`config.mk`:
```
export PLATFORM = sky130hd
export DESIGN_NAME = neuron_mac
export DESIGN_NICKNAME = d
export VERILOG_FILES = /design/src/rtl/nmac_pkg.sv /design/src/rtl/nmac_mul_pipe.sv /design/src/rtl/nmac_accum.sv /design/src/rtl/nmac_narrow.sv /design/src/rtl/neuron_mac.sv
export SDC_FILE = /design/constraint.sdc
export NUM_CORES = 1
export LEC_CHECK = 0
export ABC_AREA = 1
export CAP_MARGIN = 20
export CORE_MARGIN = 4
export CORE_UTILIZATION = 50
export CTS_CLUSTER_SIZE = 14
export DETAILED_ROUTE_END_ITERATION = 10
export MAX_ROUTING_LAYER = met4
export PLACE_DENSITY = 0.79
export SYNTH_ARGS = -nofsm -noshare
export SYNTH_HDL_FRONTEND = slang
export SYNTH_SLANG_ARGS = --single-unit
```
`constraint.sdc`:
```
create_clock -name clk -period 5.3 [get_ports clk]
set_clock_uncertainty 0.2 [all_clocks]
set_input_delay 0.53 -clock clk [delete_from_list [all_inputs] [get_ports clk]]
set_output_delay 0.53 -clock clk [all_outputs]
set_load 0.05 [all_outputs]
```
`src/rtl/nmac_pkg.sv`:
```
package nmac_pkg;

    // How the accumulated sum is fitted to the output word
    typedef enum logic [1:0] {
        NARROW_NONE = 2'd0,   // full accumulator width reaches the output
        NARROW_WRAP = 2'd1,   // shift, then keep low bits
        NARROW_SAT  = 2'd2    // shift, then clamp to the signed range
    } narrow_mode_e;

    // Per-term control that rides alongside the product
    typedef struct packed {
        logic valid;
        logic clear;
        logic load;
    } term_tag_t;

endpackage

```
`src/rtl/nmac_mul_pipe.sv`:
```
module nmac_mul_pipe
    import nmac_pkg::*;
#(
    parameter int DATA_W = 8,
    parameter int WGT_W  = 8,
    parameter int LAT    = 3,
    localparam int PROD_W = DATA_W + WGT_W
) (
    input  logic              clk,
    input  logic              rst_n,
    input  term_tag_t         tag_in,
    input  logic [DATA_W-1:0] data_in,
    input  logic [WGT_W-1:0]  wgt_in,
    output term_tag_t         tag_out,
    output logic [PROD_W-1:0] prod_out
);

    typedef struct packed {
        term_tag_t [LAT-1:0]              tag;
        logic      [LAT-1:0][PROD_W-1:0]  prod;
    } pipe_t;

    pipe_t st_d, st_q;
    logic signed [PROD_W-1:0] raw_prod;

    always_comb begin
        raw_prod = PROD_W'($signed(data_in)) * PROD_W'($signed(wgt_in));
        st_d = st_q;
        st_d.tag[0]  = tag_in;
        st_d.prod[0] = raw_prod;
        for (int i = 1; i < LAT; i++) begin
            st_d.tag[i]  = st_q.tag[i-1];
            st_d.prod[i] = st_q.prod[i-1];
        end
    end

    always_ff @(posedge clk or negedge rst_n) begin
        if (!rst_n) begin
            st_q <= '0;
        end else begin
            st_q <= st_d;
        end
    end

    assign tag_out  = st_q.tag[LAT-1];
    assign prod_out = st_q.prod[LAT-1];

endmodule

```
`src/rtl/nmac_accum.sv`:
```
module nmac_accum
    import nmac_pkg::*;
#(
    parameter int PROD_W = 16,
    parameter int ACC_W  = 20
) (
    input  logic              clk,
    input  logic              rst_n,
    input  term_tag_t         tag,
    input  logic [PROD_W-1:0] prod,
    output logic [ACC_W-1:0]  acc_next,
    output logic [ACC_W-1:0]  acc_q
);

    typedef struct packed {
        logic [ACC_W-1:0] acc;
    } acc_st_t;

    acc_st_t st_d, st_q;
    logic [ACC_W-1:0] ext_prod;
    logic [ACC_W-1:0] base;
    logic [ACC_W-1:0] addend;

    always_comb begin
        ext_prod = ACC_W'($signed(prod));
        base     = tag.clear ? '0 : st_q.acc;
        addend   = tag.valid ? ext_prod : '0;
        st_d.acc = base + addend;
    end

    always_ff @(posedge clk or negedge rst_n) begin
        if (!rst_n) begin
            st_q <= '0;
        end else begin
            st_q <= st_d;
        end
    end

    assign acc_next = st_d.acc;
    assign acc_q    = st_q.acc;

endmodule

```
`src/rtl/nmac_narrow.sv`:
```
module nmac_narrow
    import nmac_pkg::*;
#(
    parameter int           ACC_W = 20,
    parameter int           OUT_W = 8,
    parameter int           DROP  = 6,
    parameter narrow_mode_e MODE  = NARROW_SAT,
    localparam int Y_W = (MODE == NARROW_NONE) ? ACC_W : OUT_W
) (
    input  logic [ACC_W-1:0] sum,
    output logic [Y_W-1:0]   y
);

    generate
        if (MODE == NARROW_NONE) begin : g_pass
            assign y = sum;
        end else begin : g_cut
            logic signed [ACC_W-1:0] sh;
            assign sh = $signed(sum) >>> DROP;

            if (MODE == NARROW_WRAP) begin : g_wrap
                assign y = sh[OUT_W-1:0];
            end else begin : g_sat
                logic [ACC_W-OUT_W:0] upper;
                logic                 fits;
                logic [OUT_W-1:0]     pos_lim;
                logic [OUT_W-1:0]     neg_lim;
                assign upper   = sh[ACC_W-1:OUT_W-1];
                assign fits    = (&upper) | ~(|upper);
                assign pos_lim = {1'b0, {(OUT_W-1){1'b1}}};
                assign neg_lim = {1'b1, {(OUT_W-1){1'b0}}};
                assign y = fits ? sh[OUT_W-1:0]
                                : (sh[ACC_W-1] ? neg_lim : pos_lim);
            end
        end
    endgenerate

endmodule

```
`src/rtl/neuron_mac.sv`:
```
module neuron_mac
    import nmac_pkg::*;
#(
    parameter int           DATA_W   = 8,
    parameter int           WGT_W    = 8,
    parameter int           MUL_LAT  = 3,
    parameter int           ACC_CNT  = 16,
    parameter int           OUT_W    = 8,
    parameter int           DROP_LSB = 6,
    parameter narrow_mode_e MODE     = NARROW_SAT,
    localparam int PROD_W    = DATA_W + WGT_W,
    localparam int ACC_W     = $clog2(ACC_CNT) + PROD_W,
    localparam int OUT_REG_W = (MODE == NARROW_NONE) ? ACC_W : OUT_W
) (
    input  logic                 clk,
    input  logic                 rst_n,
    input  logic                 in_valid,
    input  logic                 acc_clear,
    input  logic                 load_en,
    input  logic [DATA_W-1:0]    data_in,
    input  logic [WGT_W-1:0]     weight_in,
    output logic [OUT_REG_W-1:0] out_data,
    output logic                 out_valid
);

    term_tag_t             tag_in;
    term_tag_t             tag_p;
    logic [PROD_W-1:0]     prod_p;
    logic [ACC_W-1:0]      acc_next;
    logic [ACC_W-1:0]      acc_q;
    logic [OUT_REG_W-1:0]  narrowed;

    assign tag_in = '{valid: in_valid, clear: acc_clear, load: load_en};

    nmac_mul_pipe #(
        .DATA_W (DATA_W),
        .WGT_W  (WGT_W),
        .LAT    (MUL_LAT)
    ) u_mul (
        .clk      (clk),
        .rst_n    (rst_n),
        .tag_in   (tag_in),
        .data_in  (data_in),
        .wgt_in   (weight_in),
        .tag_out  (tag_p),
        .prod_out (prod_p)
    );

    nmac_accum #(
        .PROD_W (PROD_W),
        .ACC_W  (ACC_W)
    ) u_acc (
        .clk      (clk),
        .rst_n    (rst_n),
        .tag      (tag_p),
        .prod     (prod_p),
        .acc_next (acc_next),
        .acc_q    (acc_q)
    );

    nmac_narrow #(
        .ACC_W (ACC_W),
        .OUT_W (OUT_W),
        .DROP  (DROP_LSB),
        .MODE  (MODE)
    ) u_narrow (
        .sum (acc_next),
        .y   (narrowed)
    );

    typedef struct packed {
        logic [OUT_REG_W-1:0] data;
        logic                 valid;
    } out_st_t;

    out_st_t st_d, st_q;

    always_comb begin
        st_d       = st_q;
        st_d.valid = tag_p.load;
        if (tag_p.load) begin
            st_d.data = narrowed;
        end
    end

    always_ff @(posedge clk or negedge rst_n) begin
        if (!rst_n) begin
            st_q <= '0;
        end else begin
            st_q <= st_d;
        end
    end

    assign out_data  = st_q.data;
    assign out_valid = st_q.valid;

endmodule

```
==> results.py <==
metrics = {
    "outcome": {
        "run_status": "complete, no violations",
    },
    "finish": {
        "regArea_sq_mm": 0.00215,
        "area.growth.synth_to_final_pct": 13.6,
        "multi_input_comb_area_sq_mm": 0.00360,
        "post_route_cell_area_sq_mm": 0.00755,
        "insertedDiodeCount": 0,
        "finish.net_count": 984,
        "final_cells": 1036,
        "final_util_pct": 58.8,
        "fillCellCount": 1172,
        "drive_gt1_share_pct": 9.72,
    },
    "synthesis": {
        "synth-warning-count": 0,
        "seq_area_frac_synth_pct": 32.4,
        "post_synthesis_net_count": 939,
        "mappedNetlistArea_sq_mm": 0.00664,
        "synth_top_area_share_pct": 32.4,
        "synthesis.instances": 814,
        "synth.ff_latch_count": 86,
        "count_of_distinct_cell_types_in_the_synthesized_netlist": 35,
        "synth_area_leaders": "sky130_fd_sc_hd__dfrtp_1 32%, sky130_fd_sc_hd__fa_1 17%, sky130_fd_sc_hd__nand2_1 13%",
        "post_synth.cell_area_avg_sq_um": 8.16,
        "leading_area_contributor_after_synthesis": "sky130_fd_sc_hd__dfrtp_1",
    },
    "worst_setup_path": {
        "slowest_delay_ps": 540,
        "required_ps": 5360,
        "path_max_fanout": 3,
        "critPathCapture": "u_mul.st_d[30]",
        "critical_path_cell_list": "clkdlybuf4s50_1 > inv_1 > or2_2 > fa_1 > fa_1 > inv_1 > fa_1 > inv_1 > fa_1 > inv_1 > ha_1 > nand2_1 > o21ai_0 > nand2_1 > nand2_1 > a21oi_1 > o21ai_0 > a21oi_1 > o21ai_0 > xor2_1",
        "cp-end-kind": "register",
        "r2r-end": "out_data[2]",
        "reg2reg_setup_slack_ps": 2010,
        "critPathLaunch": "weight_in[7]",
        "timing.setup.critical_path_class": "input port to register",
        "worst_r2r_path_depth": 18,
        "cell_type_of_the_slowest_stage_on_the_worst_timing_path": "sky130_fd_sc_hd__fa_1",
        "crit_path_start_kind": "input port",
        "arrival_time_at_the_worst_endpoint_ps": 5050,
        "reg2reg_from": "u_mul.tag_out[1]",
    },
    "grt": {
        "grt_pass1_vias": 4963,
        "globalRouteOverflowTotal": 0,
        "grt_max_degree": 87,
        "track_usage_pct": 18.2,
        "number_of_antenna_violations_at_the_first_check_in_global_routing": 0,
        "grt_first_pass_wirelength_um": 21500,
    },
    "die": {
        "ioPinCount": 30,
        "starting_density_of_the_core_pct": 51.8,
        "chipWidth_um": 123,
        "die_area_sq_mm": 0.0152,
        "fp.coreArea_sq_mm": 0.0128,
        "die_h_um": 123,
        "rows": 41,
    },
    "power": {
        "combinationalPowerShare_pct": 54.0,
        "p_clk_share_pct": 16.9,
        "power.share.switching_pct": 42.2,
        "power_density_of_the_placed_cells_mw_per_mm2": 458,
        "internal_power_w": 0.00200,
        "worst_ir_drop_vdd_mv": 0.207,
        "leakage_nw": 4.39,
        "switching_power_w": 0.00146,
        "pwr-share-seq_pct": 29.2,
    },
    "timing": {
        "setup-violations-final": 0,
        "period_minus_slack_ps": 5000,
        "worst-slew-pin-transition_ps": 765,
        "final_max_slew_viol_count": 0,
        "max_clk_rate_ghz": 0.200,
        "hold_viol": 0,
        "unrepaired_setup_endpoints_after_global_routing": "no",
        "fin_tns_setup_ps": 0,
        "slew_headroom_pct": 49.0,
        "hold_ws_ps": 140,
        "post-route-period-util_pct": 94.3,
    },
    "route": {
        "drtIter0Drc": 255,
        "dr_total_vias": 4777,
        "detail-route-antenna-nets": 0,
        "drc": 0,
        "via_per_inst": 4.61,
        "drt_pre_antenna_iters": 5,
        "route.final.wire_length_um": 11900,
        "routed_length_per_placed_instance_um": 11.5,
    },
    "clocking": {
        "cts_tree": "built",
        "quantity_of_hold_fixing_buffers_added_after_cts": 0,
        "clock_tree.root_cell": "sky130_fd_sc_hd__clkbuf_16",
        "number_of_buffers_created_by_cts": 9,
        "htreeDepth": 3,
        "clk-insertion-delay-late_ps": 330,
        "tritoncts_num_sinks": 86,
        "clk_pin_slew_worst_paths_ps": 60,
        "post-cts-setup-buffer-count": 0,
        "post_cts.resized_instances": 0,
        "cts_max_path_buffers": 2,
    },
    "place": {
        "dp.final_hpwl_um": 9680,
        "place.gp.congestion": 0.903,
        "place.detailed.instances": 1018,
        "port-buffer-count": 29,
        "postPlaceCellArea_sq_mm": 0.00723,
    },
    "worst_hold_path": {
        "hold_path.class": "register to register",
        "holdPathStages": 0,
        "hold_path.startpoint": "u_mul.st_d[35]",
    },
    "job": {
        "maxCapViolCount": 0,
    },
}
[worst min path at each step]
stage | to | slack, ps
2_1_floorplan | out_data[0] | 30
3_3_place_gp | u_mul.st_d[46] | 130
3_5_place_dp | u_mul.prod_out[3] | 130
4_1_cts | u_mul.prod_out[3] | 140
5_1_grt | u_mul.prod_out[3] | 150
6_report | u_mul.prod_out[3] | 140
[stage by stage]
step           setup slack, ps  total power [W]
2_1_floorplan              348          0.00243
3_3_place_gp              43.0          0.00282
3_5_place_dp             -63.4          0.00290
4_1_cts                    287          0.00350
5_1_grt                   36.0          0.00381
6_report                   304          0.00345
[flip-flops by register name (all words and copies together), names as in the netlist]
signal and count:
u_mul.st_d 38, u_mul.prod_out 16, out_valid 1, u_acc.acc_q 20, u_mul.tag_out 3, out_data 8
[synthesized netlist by cell type]
cell type and count:
sky130_fd_sc_hd__nand2_2 17, sky130_fd_sc_hd__o21ai_1 1, sky130_fd_sc_hd__nor2_2 3, sky130_fd_sc_hd__or2_2 2, sky130_fd_sc_hd__dfrtp_1 86, sky130_fd_sc_hd__a21oi_1 21, sky130_fd_sc_hd__inv_2 6, sky130_fd_sc_hd__xnor2_1 12
sky130_fd_sc_hd__clkbuf_1 17, sky130_fd_sc_hd__o21ai_0 10, sky130_fd_sc_hd__nand3_2 5, sky130_fd_sc_hd__nand3b_1 1, sky130_fd_sc_hd__and3_1 1, sky130_fd_sc_hd__xor2_1 17, sky130_fd_sc_hd__nand2_1 226, sky130_fd_sc_hd__nor3_1 3
sky130_fd_sc_hd__nand4_1 2, sky130_fd_sc_hd__buf_2 1, sky130_fd_sc_hd__nor2_1 38, sky130_fd_sc_hd__or2_1 1, sky130_fd_sc_hd__inv_1 206, sky130_fd_sc_hd__buf_12 1, sky130_fd_sc_hd__nor3_2 2, sky130_fd_sc_hd__nor3_4 1
sky130_fd_sc_hd__ha_1 48, sky130_fd_sc_hd__fa_1 56, sky130_fd_sc_hd__nand2_4 1, sky130_fd_sc_hd__nand3_1 18, sky130_fd_sc_hd__and2_1 1, sky130_fd_sc_hd__nor2_4 4, sky130_fd_sc_hd__buf_1 1, sky130_fd_sc_hd__clkinv_1 1
sky130_fd_sc_hd__a31oi_1 1, sky130_fd_sc_hd__o22ai_1 1, sky130_fd_sc_hd__nand3_4 2
[placed cells by master, fill, tap and decap left out, types with 2 or more instances in the layout]
master / n
sky130_fd_sc_hd__nor2_2: 3
sky130_fd_sc_hd__dfrtp_1: 86
sky130_fd_sc_hd__fa_1: 56
sky130_fd_sc_hd__nor3_2: 2
sky130_fd_sc_hd__xor2_1: 17
sky130_fd_sc_hd__inv_1: 206
sky130_fd_sc_hd__clkdlybuf4s50_1: 28
sky130_fd_sc_hd__nand2_2: 17
sky130_fd_sc_hd__clkbuf_16: 9
sky130_fd_sc_hd__clkinv_2: 2
sky130_fd_sc_hd__xnor2_1: 12
sky130_fd_sc_hd__o21ai_0: 10
sky130_fd_sc_hd__nand2_1: 226
sky130_fd_sc_hd__nand3_1: 18
sky130_fd_sc_hd__a21oi_1: 21
sky130_fd_sc_hd__nor3_1: 3
sky130_fd_sc_hd__inv_6: 2
sky130_fd_sc_hd__buf_4: 24
sky130_fd_sc_hd__or2_2: 2
sky130_fd_sc_hd__inv_2: 6
sky130_fd_sc_hd__nor2_1: 38
sky130_fd_sc_hd__ha_1: 48
sky130_fd_sc_hd__nand3_4: 2
sky130_fd_sc_hd__nor2_4: 4
sky130_fd_sc_hd__nand4_1: 2
sky130_fd_sc_hd__nand3_2: 5
[area by class of cell]
class	count	share of cell area, %
inverters	213	10.6
clock buffers	10	3.17
repair buffers	54	6.60
clock inverters	6	0.580
multi-input cells	495	47.7
well taps	172	2.85
flip-flops and latches	86	28.5
[power by group through the flow]
stage	registers [W]	logic (W)	clock network, W
floorplan	0.00110	0.00133	0
global placement	0.00100	0.00181	0
detailed placement	0.00102	0.00188	0
CTS	0.00101	0.00189	0.000601
global route	0.00103	0.00215	0.000630
finish	0.00101	0.00186	0.000582
[critical path, delay by kind of cell]
kind / cells / cell delay [ps]
AOI/OAI and AO/OA: 5 / 800
xor gates and xnor gates: 1 / 170
adders and majority gates: 5 / 2400
buffers and inverters: 5 / 670
and+or+nand+nor: 4 / 470
[metal layers]
metal | routed length, um | up-vias | GRT usage (%)
met5 | 0 | - | -
met4 | 231 | 0 | 5.81
met3 | 350 | 19 | 2.61
met2 | 6270 | 74 | 32.6
met1 | 5040 | 2242 | 21.1
li1 | - | 2442 | -
[kinds of logic (layout without fill, tap and decap cells)]
family          Yosys count  count (layout)  synth area share [%]
compound gates           34              34                  2.60
xor+xnor                 29              29                  3.82
fa+ha+maj               104             104                  25.9
buf+inv                 233             283                  13.4
flops                    86              86                  32.4
simple gates            328             328                  21.8
Power figures use the tool's default switching activity.
